$ cat config.mk
export PLATFORM = sky130hd
export DESIGN_NAME = table_walker
export DESIGN_NICKNAME = d
export VERILOG_FILES = /design/src/rtl/walk_pkg.sv /design/src/rtl/walk_ctrl.sv /design/src/rtl/walk_datapath.sv /design/src/rtl/table_walker.sv
export SDC_FILE = /design/constraint.sdc
export NUM_CORES = 1
export LEC_CHECK = 0
export BUFFER_PORTS_ARGS = -buffer_cell sky130_fd_sc_hd__buf_2
export CAP_MARGIN = 40
export CORE_MARGIN = 2
export CORE_UTILIZATION = 45
export DETAILED_ROUTE_END_ITERATION = 10
export PLACE_DENSITY_LB_ADDON = 0.3
export SKIP_LAST_GASP = 1
export SYNTH_ARGS = -nofsm -noshare
export SYNTH_HDL_FRONTEND = slang
export SYNTH_HIERARCHICAL = 1
export SYNTH_SLANG_ARGS = --single-unit
$ cat constraint.sdc
create_clock -name clk -period 11.2 [get_ports clk]
set_input_delay 2.8 -clock clk [delete_from_list [all_inputs] [get_ports clk]]
set_output_delay 2.8 -clock clk [all_outputs]
set_load 0.01 [all_outputs]
$ cat src/rtl/walk_pkg.sv
package walk_pkg;

  typedef enum logic [2:0] {
    S_IDLE, S_ISSUE, S_GET0, S_GET1, S_EVAL
  } walkState_t;

  typedef enum logic [1:0] {
    PH_NONE, PH_PASS, PH_ROOT, PH_PAGE
  } physSel_t;

  localparam logic [1:0] DT_INVALID = 2'b00;
  localparam logic [1:0] DT_PAGE    = 2'b01;

  localparam int BIT_WP    = 2;
  localparam int BIT_USED  = 3;
  localparam int BIT_MOD   = 4;
  localparam int BIT_CI    = 6;
  localparam int BIT_SUP   = 8;
  localparam int TBL_LSB   = 4;
  localparam int PAGE_LSB  = 8;

  localparam logic [3:0] FLT_INVALID = 4'b0001;
  localparam logic [3:0] FLT_LIMIT   = 4'b0010;
  localparam logic [3:0] FLT_SUPER   = 4'b0100;
  localparam logic [3:0] FLT_WPROT   = 4'b1000;

  typedef struct packed {
    logic       load;
    logic       rdWord0;
    logic       rdWord1;
    logic       capW0;
    logic       capW1;
    logic       descend;
    logic       writeBack;
    logic       setMod;
    logic       finish;
    physSel_t   physSel;
    logic [3:0] fault;
  } strobe_t;

  typedef struct packed {
    logic       enable;
    logic [1:0] rootDt;
    logic       limitBad;
    logic       longFmt;
    logic [1:0] descDt;
    logic       lastLevel;
    logic       supBad;
    logic       wpBad;
    logic       isWrite;
  } status_t;

endpackage

$ cat src/rtl/walk_ctrl.sv
module walk_ctrl
  import walk_pkg::*;
(
  input  logic    clk,
  input  logic    rstN,
  input  logic    reqValid,
  input  status_t status,
  output strobe_t strobe,
  output logic    reqReady
);

  walkState_t state, nextState;

  always_ff @(posedge clk) begin
    if (!rstN) state <= S_IDLE;
    else       state <= nextState;
  end

  assign reqReady = (state == S_IDLE);

  always_comb begin
    strobe    = '0;
    nextState = state;
    case (state)
      S_IDLE: begin
        if (reqValid) begin
          if (!status.enable) begin
            strobe.finish  = 1'b1;
            strobe.physSel = PH_PASS;
          end else if (status.rootDt == DT_INVALID) begin
            strobe.finish = 1'b1;
            strobe.fault  = FLT_INVALID;
          end else if (status.rootDt == DT_PAGE) begin
            strobe.finish  = 1'b1;
            strobe.physSel = PH_ROOT;
          end else begin
            strobe.load = 1'b1;
            nextState   = S_ISSUE;
          end
        end
      end
      S_ISSUE: begin
        if (status.limitBad) begin
          strobe.finish = 1'b1;
          strobe.fault  = FLT_LIMIT;
          nextState     = S_IDLE;
        end else begin
          strobe.rdWord0 = 1'b1;
          nextState      = S_GET0;
        end
      end
      S_GET0: begin
        strobe.capW0 = 1'b1;
        if (status.longFmt) begin
          strobe.rdWord1 = 1'b1;
          nextState      = S_GET1;
        end else begin
          nextState = S_EVAL;
        end
      end
      S_GET1: begin
        strobe.capW1 = 1'b1;
        nextState    = S_EVAL;
      end
      S_EVAL: begin
        strobe.writeBack = 1'b1;
        nextState        = S_IDLE;
        case (status.descDt)
          DT_INVALID: begin
            strobe.finish = 1'b1;
            strobe.fault  = FLT_INVALID;
          end
          DT_PAGE: begin
            strobe.finish = 1'b1;
            if (status.supBad)     strobe.fault = FLT_SUPER;
            else if (status.wpBad) strobe.fault = FLT_WPROT;
            else begin
              strobe.physSel = PH_PAGE;
              strobe.setMod  = status.isWrite;
            end
          end
          default: begin
            if (status.lastLevel) begin
              strobe.finish = 1'b1;
              strobe.fault  = FLT_INVALID;
            end else begin
              strobe.descend = 1'b1;
              nextState      = S_ISSUE;
            end
          end
        endcase
      end
      default: nextState = S_IDLE;
    endcase
  end

endmodule

$ cat src/rtl/walk_datapath.sv
module walk_datapath
  import walk_pkg::*;
#(
  parameter int ADDR_W  = 32,
  parameter int LEVELS  = 4,
  parameter int FIELD_W = 4,
  parameter int LIMIT_W = 15
) (
  input  logic                clk,
  input  logic                rstN,
  input  strobe_t             strobe,
  output status_t             status,
  input  logic [ADDR_W-1:0]   ctrlWord,
  input  logic [2*ADDR_W-1:0] userRoot,
  input  logic [2*ADDR_W-1:0] superRoot,
  input  logic [ADDR_W-1:0]   reqAddr,
  input  logic                reqWrite,
  input  logic                reqSuper,
  output logic [ADDR_W-1:0]   memRdAddr,
  input  logic [ADDR_W-1:0]   memRdData,
  output logic                memWrEn,
  output logic [ADDR_W-1:0]   memWrAddr,
  output logic [ADDR_W-1:0]   memWrData,
  output logic                rspValid,
  output logic [ADDR_W-1:0]   rspPhys,
  output logic [3:0]          rspFault,
  output logic                rspWp,
  output logic                rspCi
);

  localparam int LVL_W = (LEVELS > 1) ? $clog2(LEVELS) : 1;
  localparam int POS_W = $clog2(ADDR_W) + 3;
  localparam int IS_LSB = LEVELS * FIELD_W;
  localparam logic [LVL_W-1:0] LAST_LVL = LVL_W'(LEVELS - 1);
  localparam logic [ADDR_W-1:0] PAGE_MASK = ~ADDR_W'((1 << PAGE_LSB) - 1);
  localparam logic [ADDR_W-1:0] TBL_MASK  = ~ADDR_W'((1 << TBL_LSB) - 1);

  logic [ADDR_W-1:0]  vAddr, cfg, tBase, word0, word1;
  logic               isWrite, isSuper, longFmt, wpAcc, supAcc, limLower;
  logic [LIMIT_W-1:0] limVal;
  logic [LVL_W-1:0]   level, nxtLevel;

  logic [FIELD_W-1:0] lvlWidth [LEVELS];
  logic [POS_W-1:0]   lvlStart [LEVELS];

  for (genvar g = 0; g < LEVELS; g++) begin : gWidth
    assign lvlWidth[g] = cfg[(LEVELS-1-g)*FIELD_W +: FIELD_W];
  end

  always_comb begin
    logic [POS_W-1:0] acc;
    acc = POS_W'(cfg[IS_LSB +: FIELD_W]);
    for (int i = 0; i < LEVELS; i++) begin
      lvlStart[i] = acc;
      acc = acc + POS_W'(lvlWidth[i]);
    end
  end

  logic [FIELD_W-1:0]  curWidth, nextWidth;
  logic [POS_W-1:0]    curStart, curEnd, remBits;
  logic [ADDR_W-1:0]   shifted, idx, entryAddr, lowMask, addrField, pagePhys;
  logic [ADDR_W-1:0]   wbData;
  logic [2*ADDR_W-1:0] rootLive;
  logic [ADDR_W-1:0]   rootBase;
  logic                newWp, newSup;

  assign curWidth  = lvlWidth[level];
  assign curStart  = lvlStart[level];
  assign nxtLevel  = level + 1'b1;
  assign nextWidth = (level == LAST_LVL) ? '0 : lvlWidth[nxtLevel];
  assign shifted   = vAddr << curStart;
  assign idx       = (curWidth == '0) ? '0
                   : shifted >> (POS_W'(ADDR_W) - POS_W'(curWidth));
  assign entryAddr = tBase + (longFmt ? (idx << 3) : (idx << 2));
  assign memRdAddr = strobe.rdWord1 ? entryAddr + ADDR_W'(4) : entryAddr;

  assign curEnd  = curStart + POS_W'(curWidth);
  assign remBits = (curEnd >= POS_W'(ADDR_W)) ? '0 : POS_W'(ADDR_W) - curEnd;
  assign lowMask = (remBits >= POS_W'(ADDR_W)) ? '1
                 : ((ADDR_W'(1) << remBits) - ADDR_W'(1));

  assign addrField = longFmt ? word1 : word0;
  assign pagePhys  = (addrField & PAGE_MASK) + (vAddr & lowMask);
  assign newWp     = wpAcc | word0[BIT_WP];
  assign newSup    = supAcc | (longFmt & word0[BIT_SUP]);

  assign rootLive = reqSuper ? superRoot : userRoot;
  assign rootBase = rootLive[ADDR_W-1:0] & TBL_MASK;

  always_comb begin
    wbData = word0;
    wbData[BIT_USED] = 1'b1;
    if (strobe.setMod) wbData[BIT_MOD] = 1'b1;
  end

  assign memWrEn   = strobe.writeBack && (wbData != word0);
  assign memWrAddr = entryAddr;
  assign memWrData = wbData;

  always_comb begin
    status.enable    = ctrlWord[ADDR_W-1];
    status.rootDt    = rootLive[ADDR_W +: 2];
    status.limitBad  = limLower ? (idx < ADDR_W'(limVal)) : (idx > ADDR_W'(limVal));
    status.longFmt   = longFmt;
    status.descDt    = word0[1:0];
    status.lastLevel = (nextWidth == '0);
    status.supBad    = newSup & ~isSuper;
    status.wpBad     = newWp & isWrite;
    status.isWrite   = isWrite;
  end

  always_ff @(posedge clk) begin
    if (!rstN) begin
      vAddr <= '0; cfg <= '0; tBase <= '0; word0 <= '0; word1 <= '0;
      isWrite <= 1'b0; isSuper <= 1'b0; longFmt <= 1'b0;
      wpAcc <= 1'b0; supAcc <= 1'b0; limLower <= 1'b0;
      limVal <= '1; level <= '0;
    end else begin
      if (strobe.load) begin
        vAddr    <= reqAddr;
        cfg      <= ctrlWord;
        isWrite  <= reqWrite;
        isSuper  <= reqSuper;
        tBase    <= rootBase;
        longFmt  <= rootLive[ADDR_W];
        limVal   <= rootLive[2*ADDR_W-2 -: LIMIT_W];
        limLower <= rootLive[2*ADDR_W-1];
        level    <= '0;
        wpAcc    <= 1'b0;
        supAcc   <= 1'b0;
      end
      if (strobe.capW0) word0 <= memRdData;
      if (strobe.capW1) word1 <= memRdData;
      if (strobe.descend) begin
        tBase   <= addrField & TBL_MASK;
        longFmt <= word0[0];
        level   <= nxtLevel;
        wpAcc   <= newWp;
        supAcc  <= newSup;
        if (longFmt) begin
          limVal   <= word0[ADDR_W-2 -: LIMIT_W];
          limLower <= word0[ADDR_W-1];
        end else begin
          limVal   <= '1;
          limLower <= 1'b0;
        end
      end
    end
  end

  always_ff @(posedge clk) begin
    if (!rstN) begin
      rspValid <= 1'b0; rspPhys <= '0; rspFault <= '0;
      rspWp <= 1'b0; rspCi <= 1'b0;
    end else begin
      rspValid <= strobe.finish;
      if (strobe.finish) begin
        rspFault <= strobe.fault;
        rspWp    <= (strobe.physSel == PH_PAGE) & newWp;
        rspCi    <= (strobe.physSel == PH_PAGE) & word0[BIT_CI];
        case (strobe.physSel)
          PH_PASS: rspPhys <= reqAddr;
          PH_ROOT: rspPhys <= rootBase + reqAddr;
          PH_PAGE: rspPhys <= pagePhys;
          default: rspPhys <= '0;
        endcase
      end
    end
  end

endmodule

$ cat src/rtl/table_walker.sv
module table_walker
  import walk_pkg::*;
#(
  parameter int ADDR_W  = 32,
  parameter int LEVELS  = 4,
  parameter int FIELD_W = 4,
  parameter int LIMIT_W = 15
) (
  input  logic                clk,
  input  logic                rstN,
  input  logic [ADDR_W-1:0]   ctrlWord,
  input  logic [2*ADDR_W-1:0] userRoot,
  input  logic [2*ADDR_W-1:0] superRoot,
  input  logic                reqValid,
  output logic                reqReady,
  input  logic [ADDR_W-1:0]   reqAddr,
  input  logic                reqWrite,
  input  logic                reqSuper,
  output logic                rspValid,
  output logic [ADDR_W-1:0]   rspPhys,
  output logic [3:0]          rspFault,
  output logic                rspWp,
  output logic                rspCi,
  output logic                memRdEn,
  output logic [ADDR_W-1:0]   memRdAddr,
  input  logic [ADDR_W-1:0]   memRdData,
  output logic                memWrEn,
  output logic [ADDR_W-1:0]   memWrAddr,
  output logic [ADDR_W-1:0]   memWrData
);

  strobe_t strobe;
  status_t status;

  walk_ctrl uCtrl (
    .clk(clk), .rstN(rstN), .reqValid(reqValid),
    .status(status), .strobe(strobe), .reqReady(reqReady)
  );

  walk_datapath #(
    .ADDR_W(ADDR_W), .LEVELS(LEVELS), .FIELD_W(FIELD_W), .LIMIT_W(LIMIT_W)
  ) uPath (
    .clk(clk), .rstN(rstN), .strobe(strobe), .status(status),
    .ctrlWord(ctrlWord), .userRoot(userRoot), .superRoot(superRoot),
    .reqAddr(reqAddr), .reqWrite(reqWrite), .reqSuper(reqSuper),
    .memRdAddr(memRdAddr), .memRdData(memRdData),
    .memWrEn(memWrEn), .memWrAddr(memWrAddr), .memWrData(memWrData),
    .rspValid(rspValid), .rspPhys(rspPhys), .rspFault(rspFault),
    .rspWp(rspWp), .rspCi(rspCi)
  );

  assign memRdEn = strobe.rdWord0 | strobe.rdWord1;

endmodule

* Word-level counts from Yosys, hierarchy flattened
Cells that the tools add are included.
** Cells by class
- Bitwise operators :: 12
- Div/mod/pow operators :: 0
- Add/sub/neg operators :: 12
- Muxes and demuxes :: 81
- Equal/unequal tests :: 15
- Magnitude comparators :: 6
- $mul :: 0
- Shift-type cells :: 3
- Reduce and logical (&&, ||, !) cells :: 9
** Operators with widths (count)
- two-way mux 32 bit :: 7
- adder 32 bit :: 3
- case mux 32 bit (3 select lines) :: 1
- two-way mux 64 bit :: 1
- two-way mux 15 bit :: 3
- adder 32 x 3 -> 32 bit, second input constant :: 1
- bitwise AND 32 bit :: 1
- > comparator 32 x 15 -> 1 bit :: 1
- less-than comparator 32 x 15 -> 1 bit :: 1
- two-way mux 1 bit :: 32
- two-way mux 4 bit :: 8
- left shift 1 x 8 -> 32 bit, first input constant :: 1
- left shift 32 x 8 -> 32 bit :: 1
- >> shifter 32 x 8 -> 32 bit :: 1
- subtractor 32 x 1 -> 32 bit, second input constant :: 1
- two-way mux 3 bit :: 8
- two-way mux 8 bit :: 3
- two-way mux 2 bit :: 9
- adder 8 x 4 -> 8 bit :: 2
- binary-select mux 4 bit (select 2 bit) :: 2
- binary-select mux 8 bit (select 2 bit) :: 1
- >= comparator 8 x 6 -> 1 bit, second input constant :: 2
- case mux 3 bit (5 select lines) :: 1
- case mux 4 bit (3 select lines) :: 1
- 28 further kinds :: 46
** Storage, ports and cells
- Memory bits (writable) :: 0
- Bits in latches :: 0
- Memories :: 0
- Memory bits (read-only) :: 0
- Output and inout port bits :: 138
- Register bits after elaboration :: 209

* Depth between registers and ports, before layout
Gate-level depths: netlist of the first run.
- Word-level depth :: 15
- Mapped depth :: 44
- Gate-level depth less buffers :: 41

* Cells and area by module
The synthesis of the first run kept the hierarchy.
** Modules (own cells, without submodules)
- walk_datapath :: times used 1, sequential area each 4043.9 um^2, area each 18343.8 um^2, cells each 2288
- walk_ctrl :: times used 1, sequential area each 60.1 um^2, area each 360.3 um^2, cells each 50
- table_walker :: times used 1, sequential area each 0.0 um^2, area each 6.3 um^2, cells each 1

* Least setup slack after synthesis of the first run
No wires, ideal clock.
- Path kind :: reg-to-output
- Start point :: register uPath.cfg[12]
- End point :: output memRdAddr[31]
- Stages on the path, launching flop included :: 40
- Arrival time :: 8.179 ns
- Data required time :: 8.400 ns
- Path slack :: 0.221 ns
- Buffers on the path :: 1
- Cell sequence :: dfxtp_1 -> ha_1 -> fa_1 -> xnor2_1 -> inv_1 -> ha_1 -> a211oi_1 -> nor2_1 -> xnor2_1 -> inv_1 -> ha_1 -> o21ai_0 -> a21oi_1 -> xnor3_1 -> a21o_1 -> buf_2 -> nand2_1 -> o22ai_1 -> (+4 left out) -> o21ai_1 -> o211a_1 -> mux2_2 -> ha_1 -> inv_1 -> fa_1 -> nor2b_1 -> o31a_1 -> o22a_1 -> a31oi_1 -> a21oi_1 -> xnor2_1 -> nand4_1 -> nor4_1 -> nand4_1 -> nor3_1 -> nand3_1 -> xnor2_1
** Between the ends
- Cells in the longest elaborated chain, start to end :: 13
- Elaborated cells between the ends (all ways) :: 18
** RTL lines
- start: declaration :: line walk_datapath.sv:38 : logic [ADDR_W-1:0] vAddr, cfg, tBase, word0, word1;
- start signal: assignment :: line walk_datapath.sv:121 : cfg <= ctrlWord;
- adder 4 x 4 -> 5 bit :: line walk_datapath.sv:55 : acc = acc + POS_W'(lvlWidth[i]);
- adder 5 x 4 -> 6 bit :: line walk_datapath.sv:55
- adder 8 x 4 -> 8 bit :: line walk_datapath.sv:55
- binary-select mux 8 bit (select 2 bit) :: line walk_datapath.sv:68 : assign curStart = lvlStart[level];
- two-way mux 8 bit (implied by the code) (2 in series) :: line walk_datapath.sv:68
- left shift 32 x 8 -> 32 bit :: line walk_datapath.sv:71 : assign shifted = vAddr << curStart;
- >> shifter 32 x 8 -> 32 bit :: line walk_datapath.sv:73 : : shifted >> (POS_W'(ADDR_W) - POS_W'(curWidth));
- two-way mux 32 bit * :: line walk_datapath.sv:72 : assign idx = (curWidth == '0) ? '0
- two-way mux 32 bit * :: line walk_datapath.sv:74 : assign entryAddr = tBase + (longFmt ? (idx << 3) : (idx << 2));
- adder 32 bit * :: line walk_datapath.sv:74
- named net memWrAddr[20] :: line table_walker.sv:28 : output logic [ADDR_W-1:0] memWrAddr,
- adder 32 x 3 -> 32 bit * :: line walk_datapath.sv:75 : assign memRdAddr = strobe.rdWord1 ? entryAddr + ADDR_W'(4) : entryAddr;
- two-way mux 32 bit * :: line walk_datapath.sv:75
- end: declaration :: line table_walker.sv:25 : output logic [ADDR_W-1:0] memRdAddr,
The timed path passes the listed nets; every way through them passes the cells marked *. The select of a mux whose other input is x is not followed.

* Worst setup path after layout of the first run
- Start point :: register uPath.cfg[16]
- End point :: output memRdAddr[21]
** Between the ends
- Cells in the longest elaborated chain, start to end :: 13
** RTL lines (line)
- adder 4 x 4 -> 5 bit :: walk_datapath.sv:55
- adder 5 x 4 -> 6 bit :: walk_datapath.sv:55
- adder 8 x 4 -> 8 bit :: walk_datapath.sv:55
- binary-select mux 8 bit (select 2 bit) * :: walk_datapath.sv:68
- two-way mux 8 bit (implied by the code) * (2 in series) :: walk_datapath.sv:68
- left shift 32 x 8 -> 32 bit * :: walk_datapath.sv:71
- >> shifter 32 x 8 -> 32 bit * :: walk_datapath.sv:73
- two-way mux 32 bit * :: walk_datapath.sv:72
- two-way mux 32 bit * :: walk_datapath.sv:74
- adder 32 bit * :: walk_datapath.sv:74
- adder 32 x 3 -> 32 bit :: walk_datapath.sv:75
- two-way mux 32 bit * :: walk_datapath.sv:75
Mark *: on every way between the ends. The rest lies on a longest branch, timed or not. The select of a mux whose other input is x is not followed.

==> results of run 1 <==
[registers in the layout, indices dropped and copies added, names as in the netlist]
register        count
uPath/rspPhys      32
uPath/rspFault      4
uPath/wpAcc         1
uPath/longFmt       1
uPath/vAddr        32
uPath/rspCi         1
uPath/supAcc        1
uCtrl/state         3
uPath/limVal       15
uPath/isSuper       1
uPath/rspValid      1
uPath/cfg          20
uPath/rspWp         1
uPath/word0        32
uPath/tBase        28
uPath/word1        28
uPath/limLower      1
uPath/isWrite       1
uPath/level         2
[logic make-up (layout without fill, tap and decap cells)]
group | count (synthesis) | after routing | synth area share [%]
buffers and inverters | 254 | 676 | 6.38
DFF | 205 | 205 | 21.9
AOI/OAI and AO/OA | 509 | 509 | 18.5
muxes | 331 | 331 | 19.1
and+or+nand+nor | 798 | 798 | 20.0
xor gates and xnor gates | 120 | 120 | 5.73
other | 2 | 18 | 0.0401
adders and majority gates | 120 | 120 | 8.31
[cells in the final DEF (no fill, tap or decap), drive strengths merged, types with 23 or more instances in the layout]
| cell type | synthesis | layout |
|---|---|---|
| buf | 83 | 549 |
| nor2 | 321 | 321 |
| a21oi | 154 | 154 |
| dfxtp | 205 | 205 |
| a21o | 37 | 37 |
| nand3 | 51 | 51 |
| or3 | 52 | 52 |
| xnor2 | 93 | 93 |
| o21ai | 86 | 86 |
| ha | 113 | 113 |
| xor2 | 26 | 26 |
| mux2i | 224 | 224 |
| nand2 | 164 | 164 |
| a211oi | 24 | 24 |
| mux2 | 97 | 97 |
| nand2b | 31 | 31 |
| nor3 | 52 | 52 |
| nand4 | 23 | 23 |
| clkbuf | 90 | 32 |
| inv | 79 | 82 |
[worst paths after layout]
check / start / end / slack [ps] / cells past startpoint
hold / removal: uPath/rspCi$_SDFFE_PN0P_ / uPath/rspCi$_SDFFE_PN0P_ / 480 / 2
setup / recovery: uPath/cfg[16]$_SDFFE_PN0P_ / memRdAddr[21] / -410 / 37
setup reg to reg: uPath/cfg[16]$_SDFFE_PN0P_ / uPath/rspPhys[29]$_SDFFE_PN0P_ / 770 / 39
hold reg to reg: uPath/rspCi$_SDFFE_PN0P_ / uPath/rspCi$_SDFFE_PN0P_ / 480 / 2
[stage by stage]
stage	area (µm²)	setup TNS, ps	hold slack, ps
2_1_floorplan	18800	0	454
3_3_place_gp	21600	-544	459
3_5_place_dp	21700	-1660	471
4_1_cts	23200	-2490	483
5_1_grt	23600	-11730	509
6_report	23600	-4150	479
[timing repair]
action | CTS | global route
setup buffers | 33 | 16
pin swaps | 60 | 56
endpoints found under the hold margin | 0 | 0
setup endpoints to repair | 23 | 31
gates cloned | 1 | 0
resized for setup | 93 | 57
[layout make-up]
type | instances | area [µm²] | area share [%]
Clock inverter | 14 | 199 | 0.843
Inverter | 81 | 308 | 1.30
Clock buffer | 32 | 702 | 2.98
Antenna cell | 1 | 2.50 | 0.0106
Sequential cell | 205 | 4110 | 17.4
Timing Repair Buffer | 549 | 3500 | 14.8
Multi-Input combinational cell | 1895 | 14100 | 59.8
Tap cell | 532 | 666 | 2.82
[metal layers]
layer	global-route usage [%]	share of wire, %	up-vias
met5	0	0.023	-
li1	-	-	9208
met3	5.86	8.5	117
met4	8.51	2.7	2
met1	42.6	43	9394
met2	51.8	45	867
[worst max-delay path, delay by kind of cell, from the launching register on]
kind,cells,cell delay (ps)
adder cells (fa/ha/maj),6,2020
multiplexers,6,1750
XOR/XNOR,2,290
AND/OR/NAND/NOR,7,1170
AO/OA/AOI/OAI,8,1680
flip-flops,1,360
buffers and inverters,8,950
[report_power, final]
group | switching [W] | leakage, nW | internal, W | total [W]
combinational | 0.000450 | 8.36 | 0.000333 | 0.000783
sequential | 0.0000328 | 1.67 | 0.000759 | 0.000792
clock | 0.000356 | 0.446 | 0.000539 | 0.000896
total | 0.000839 | 10.5 | 0.00163 | 0.00247
==> results.py, run 1 <==
metrics = {
    "outcome": {
        "outcome": "finished with violations",
        "violations": "setup timing",
    },
    "route": {
        "vias": 19588,
        "totalWireLength_mm": 72.5,
        "final_antenna_net_count": 0,
        "first_pass_iters": 7,
        "via_per_inst": 5.92,
        "drc": 0,
        "wl_per_cell_um": 21.9,
        "drtIter0Drc": 1705,
    },
    "logic_synthesis": {
        "mappedNetlistArea_um2": 18700,
        "netlist_top_cells_count": "nor2_1 (319), mux2i_1 (222), dfxtp_1 (205)",
        "yosysSeqAreaShare_pct": 21.9,
        "synth_cell_type_count": 107,
        "synth_top_cell_by_area": "dfxtp_1",
        "yosysWarnings": 6,
        "synth_most_common_cell": "nor2_1",
        "synth-edff-count": 0,
        "synth_top_area_share_pct": 21.9,
        "ys.flop_type": "dfxtp_1",
        "synth-seq-cells": 205,
        "synthCells": 2339,
        "synthArstFlopShare_pct": 0,
        "yosys-top-cells-area": "dfxtp_1 (22%), mux2i_1 (12%), ha_1 (7.6%)",
        "syn_area_per_cell_um2": 8.00,
    },
    "timing": {
        "slew_headroom_pct": 40.1,
        "final-max-slew-violation-count": 0,
        "fmax_mhz": 86.1,
        "finalCriticalPeriod_ps": 11610,
        "setup_viol": 19,
        "tightest_slew_ps": 899,
        "skew_ps": 10.7,
        "hold_viol_final": 0,
        "layout_setup_ws_ps": -411,
        "rsz0062_at_grt": "yes",
        "period_share_pct": 104,
    },
    "job": {
        "cap_violations": 0,
    },
    "clock_network": {
        "cts_root_buffer": "clkbuf_16",
        "clock-sinks": 205,
        "cts_hold_buf": 0,
        "htree_num_levels": 1,
        "clk_latency_ps": 570,
        "cts_buffers": 25,
        "cts.clk_slew.worst_paths_ps": 60,
        "tritoncts": "built",
        "cts.path.max_buffers": 3,
    },
    "worst_setup_path": {
        "crit_fanout": 8,
        "cp-start-kind": "register",
        "endpoint_kind": "output pin",
        "crit_type": "register to output pin",
        "cp_common_cell": "mux2i_1",
        "required_ps": 8400,
        "critPathMaxStageDelay_ps": 630,
        "slowest_stage": "mux4_2",
        "critical_path_arrival_ps": 8810,
    },
    "placed_design": {
        "dp_slack_ps": -324,
        "gp_congestion": 0.925,
        "placed_cells": 3217,
        "io_buffers": 314,
        "dp_hpwl_mm": 55.5,
    },
    "global_routing": {
        "track_usage_pct": 31.6,
        "grt_pass1_wl_mm": 108,
        "antenna_found_initial": 3,
        "grt_pass1_vias": 18857,
        "grt-ovfl-total": 0,
        "grt_max_degree": 82,
    },
    "final_layout": {
        "layout.cells.non_filler": 3309,
        "fin_util_pct": 57.6,
        "final_nets": 3106,
        "area_delta_synth_final_pct": 26.1,
        "drive_gt1_share_pct": 30.4,
        "fillers": 3752,
    },
    "die": {
        "start_util_pct": 45.7,
        "die_w_um": 208,
        "core_um2": 40900,
        "die_area_um2": 43200,
        "ios": 367,
        "dieHeight_um": 208,
        "core.rowCount": 74,
    },
    "power": {
        "irDropWorstVdd_mv": 0.115,
        "total_power_w": 0.00247,
        "powerDensity_nw_per_um2": 105,
        "p_leak_nw": 10.5,
    },
    "min_path": {
        "hold_path_class": "register to register",
    },
}
(Power assumes the default switching activity.)
==> inputs of run 2 (changes only) <==
- CTS_BUF_LIST: unset -> sky130_fd_sc_hd__clkbuf_16
==> results.py, run 2 (same netlist as run 1, synthesis figures left out) <==
metrics = {
    "clock_network": {
        "cts.path.max_buffers": 3,
        "cts_root_buffer": "clkbuf_16",
        "cts.clk_slew.worst_paths_ps": 60,
        "clk_latency_ps": 560,
        "htree_num_levels": 1,
        "cts_buffers": 25,
        "tritoncts": "built",
        "cts_hold_buf": 0,
        "clock-sinks": 205,
    },
    "timing": {
        "final-max-slew-violation-count": 0,
        "layout_setup_ws_ps": -401,
        "setup_viol": 17,
        "finalCriticalPeriod_ps": 11600,
        "fin_tns_setup_ps": -3990,
        "slew_headroom_pct": 39.1,
        "tightest_slew_ps": 913,
        "hold_viol_final": 0,
        "rsz0062_at_grt": "yes",
        "skew_ps": 9.54,
        "period_share_pct": 104,
        "fmax_mhz": 86.2,
    },
    "global_routing": {
        "grt-ovfl-total": 0,
        "grt_max_degree": 82,
        "grt_pass1_wl_mm": 108,
        "grt_pass1_vias": 18812,
        "track_usage_pct": 31.6,
        "antenna_found_initial": 3,
    },
    "route": {
        "final_antenna_net_count": 0,
        "drtIter0Drc": 1734,
        "drc": 0,
        "via_per_inst": 5.92,
        "wl_met3_mm": 6.32,
        "vias": 19584,
        "totalWireLength_mm": 72.3,
        "top_layer": "met5",
        "wl_met2_mm": 32.7,
        "first_pass_iters": 7,
        "wl_per_cell_um": 21.9,
        "drt-met1-wl_mm": 31.3,
    },
    "die": {
        "die_w_um": 208,
        "start_util_pct": 45.7,
        "core.rowCount": 74,
        "ios": 367,
        "die_area_um2": 43200,
        "core_um2": 40900,
        "dieHeight_um": 208,
    },
    "power": {
        "clock_power_share_pct": 35.2,
        "power.switching_w": 0.000835,
        "irDropWorstVdd_mv": 0.115,
        "p_comb_share_pct": 32.2,
        "internal_power_w": 0.00160,
        "powerDensity_nw_per_um2": 103,
        "p_sw_share_pct": 34.4,
        "power_frac_seq_pct": 32.6,
        "p_leak_nw": 10.4,
    },
    "worst_setup_path": {
        "cp-endpoint": "memRdAddr[21]",
        "crit_fanout": 8,
        "reg2reg_slack_ps": 800,
        "startpoint": "uPath/cfg[16]$_SDFFE_PN0P_",
        "endpoint_kind": "output pin",
        "r2r-end": "uPath/rspPhys[29]$_SDFFE_PN0P_",
        "cp_num_buf_inv": 8,
        "r2r-start": "uPath/cfg[16]$_SDFFE_PN0P_",
        "critPathMaxStageDelay_ps": 630,
        "cp.depth": 37,
        "required_ps": 8400,
        "cp_top_family": "adder cells",
        "slowest_stage": "mux4_2",
        "worst-r2r-cell-count": 39,
        "critical_path_arrival_ps": 8800,
        "crit_type": "register to output pin",
        "cp-start-kind": "register",
        "cp_common_cell": "mux2i_1",
    },
    "min_path": {
        "hold_path_class": "register to register",
    },
    "outcome": {
        "outcome": "finished with violations",
        "violations": "setup timing",
    },
    "final_layout": {
        "fin_util_pct": 57.5,
        "drive_gt1_share_pct": 30.2,
        "layout_common_cells": "buf_2 (312), nor2_1 (307), mux2i_1 (218), buf_4 (215), dfxtp_1 (202)",
        "top_regs": "uPath/rspPhys x32, uPath/vAddr x32, uPath/word0 x32",
        "area_delta_synth_final_pct": 25.8,
        "fillers": 3769,
        "mostFrequentLayoutCell": "buf_2",
        "final_nets": 3106,
    },
    "job": {
        "cap_violations": 0,
    },
    "placed_design": {
        "gp_congestion": 0.925,
        "dp_hpwl_mm": 55.5,
        "io_buffers": 314,
    },
}
## run 2: cell types whose count changed in the layout (fill, tap and decap cells not counted)
cell      before  now
clkbuf_1       2    0
clkbuf_8       5    0
clkinv_1       1    6
inv_1         75   77
## run 2: worst min-delay path by stage
stage | from | cells past startpoint | to | slack [ps]
floorplan | uPath/word1[10]$_SDFFE_PN0P_ | 2 | uPath/word1[10]$_SDFFE_PN0P_ | 450
global placement | uPath/rspWp$_SDFFE_PN0P_ | 2 | uPath/rspWp$_SDFFE_PN0P_ | 460
detailed placement | uPath/rspCi$_SDFFE_PN0P_ | 2 | uPath/rspCi$_SDFFE_PN0P_ | 470
CTS | uPath/rspPhys[14]$_SDFFE_PN0P_ | 2 | uPath/rspPhys[14]$_SDFFE_PN0P_ | 480
global route | uPath/rspWp$_SDFFE_PN0P_ | 2 | uPath/rspWp$_SDFFE_PN0P_ | 510
finish | uPath/rspCi$_SDFFE_PN0P_ | 2 | uPath/rspCi$_SDFFE_PN0P_ | 480
## run 2: stage by stage
| stage | power [W] | hold slack (ps) | setup WS [ps] | std cells | area (µm²) |
|---|---|---|---|---|---|
| 2_1_floorplan | 0.00125 | 454 | 221 | 2354 | 18800 |
| 3_3_place_gp | 0.00152 | 459 | -181 | 3215 | 21600 |
| 3_5_place_dp | 0.00153 | 471 | -324 | 3217 | 21700 |
| 4_1_cts | 0.00241 | 483 | -304 | 3294 | 23200 |
| 5_1_grt | 0.00253 | 509 | -817 | 3309 | 23500 |
| 6_report | 0.00243 | 481 | -401 | 3309 | 23500 |
## run 2: cell type report
class / instances / area, µm² / area share (%)
inverter: 81 / 308 / 1.31
timing repair buffer: 549 / 3500 / 14.9
clock inverter: 21 / 225 / 0.957
tap: 532 / 666 / 2.83
multi-input combinational: 1895 / 14100 / 59.9
clock buffer: 25 / 626 / 2.66
sequential: 205 / 4110 / 17.5
antenna: 1 / 2.50 / 0.0106
## run 2: routing by layer
| metal | up-vias | track usage (%) |
|---|---|---|
| met2 | 841 | 51.5 |
| met1 | 9425 | 42.8 |
| met5 | - | 0 |
| met3 | 111 | 5.87 |
| li1 | 9205 | - |
| met4 | 2 | 8.51 |
## run 2: power by group through the flow
stage / Combinational (W) / Sequential, W / Clock [W]
after global placement: 0.000713 / 0.000805 / 0
final: 0.000783 / 0.000792 / 0.000856
after global routing: 0.000841 / 0.000794 / 0.000898
after floorplan: 0.000456 / 0.000796 / 0
after detailed placement: 0.000726 / 0.000805 / 0
after CTS: 0.000757 / 0.000791 / 0.000866
## run 2: what timing repair did
item,CTS,global route
pin swaps,60,56
buffers inserted,33,16
endpoints found under the setup margin,23,31
gates resized for setup,93,57
gates cloned,1,0
## run 2: tightest hold or removal path: cells and delay by family, from the launching register on
family / cells / cell delay [ps]
AOI/OAI and AO/OA: 1 / 60
DFF: 1 / 310
and+or+nand+nor: 1 / 70
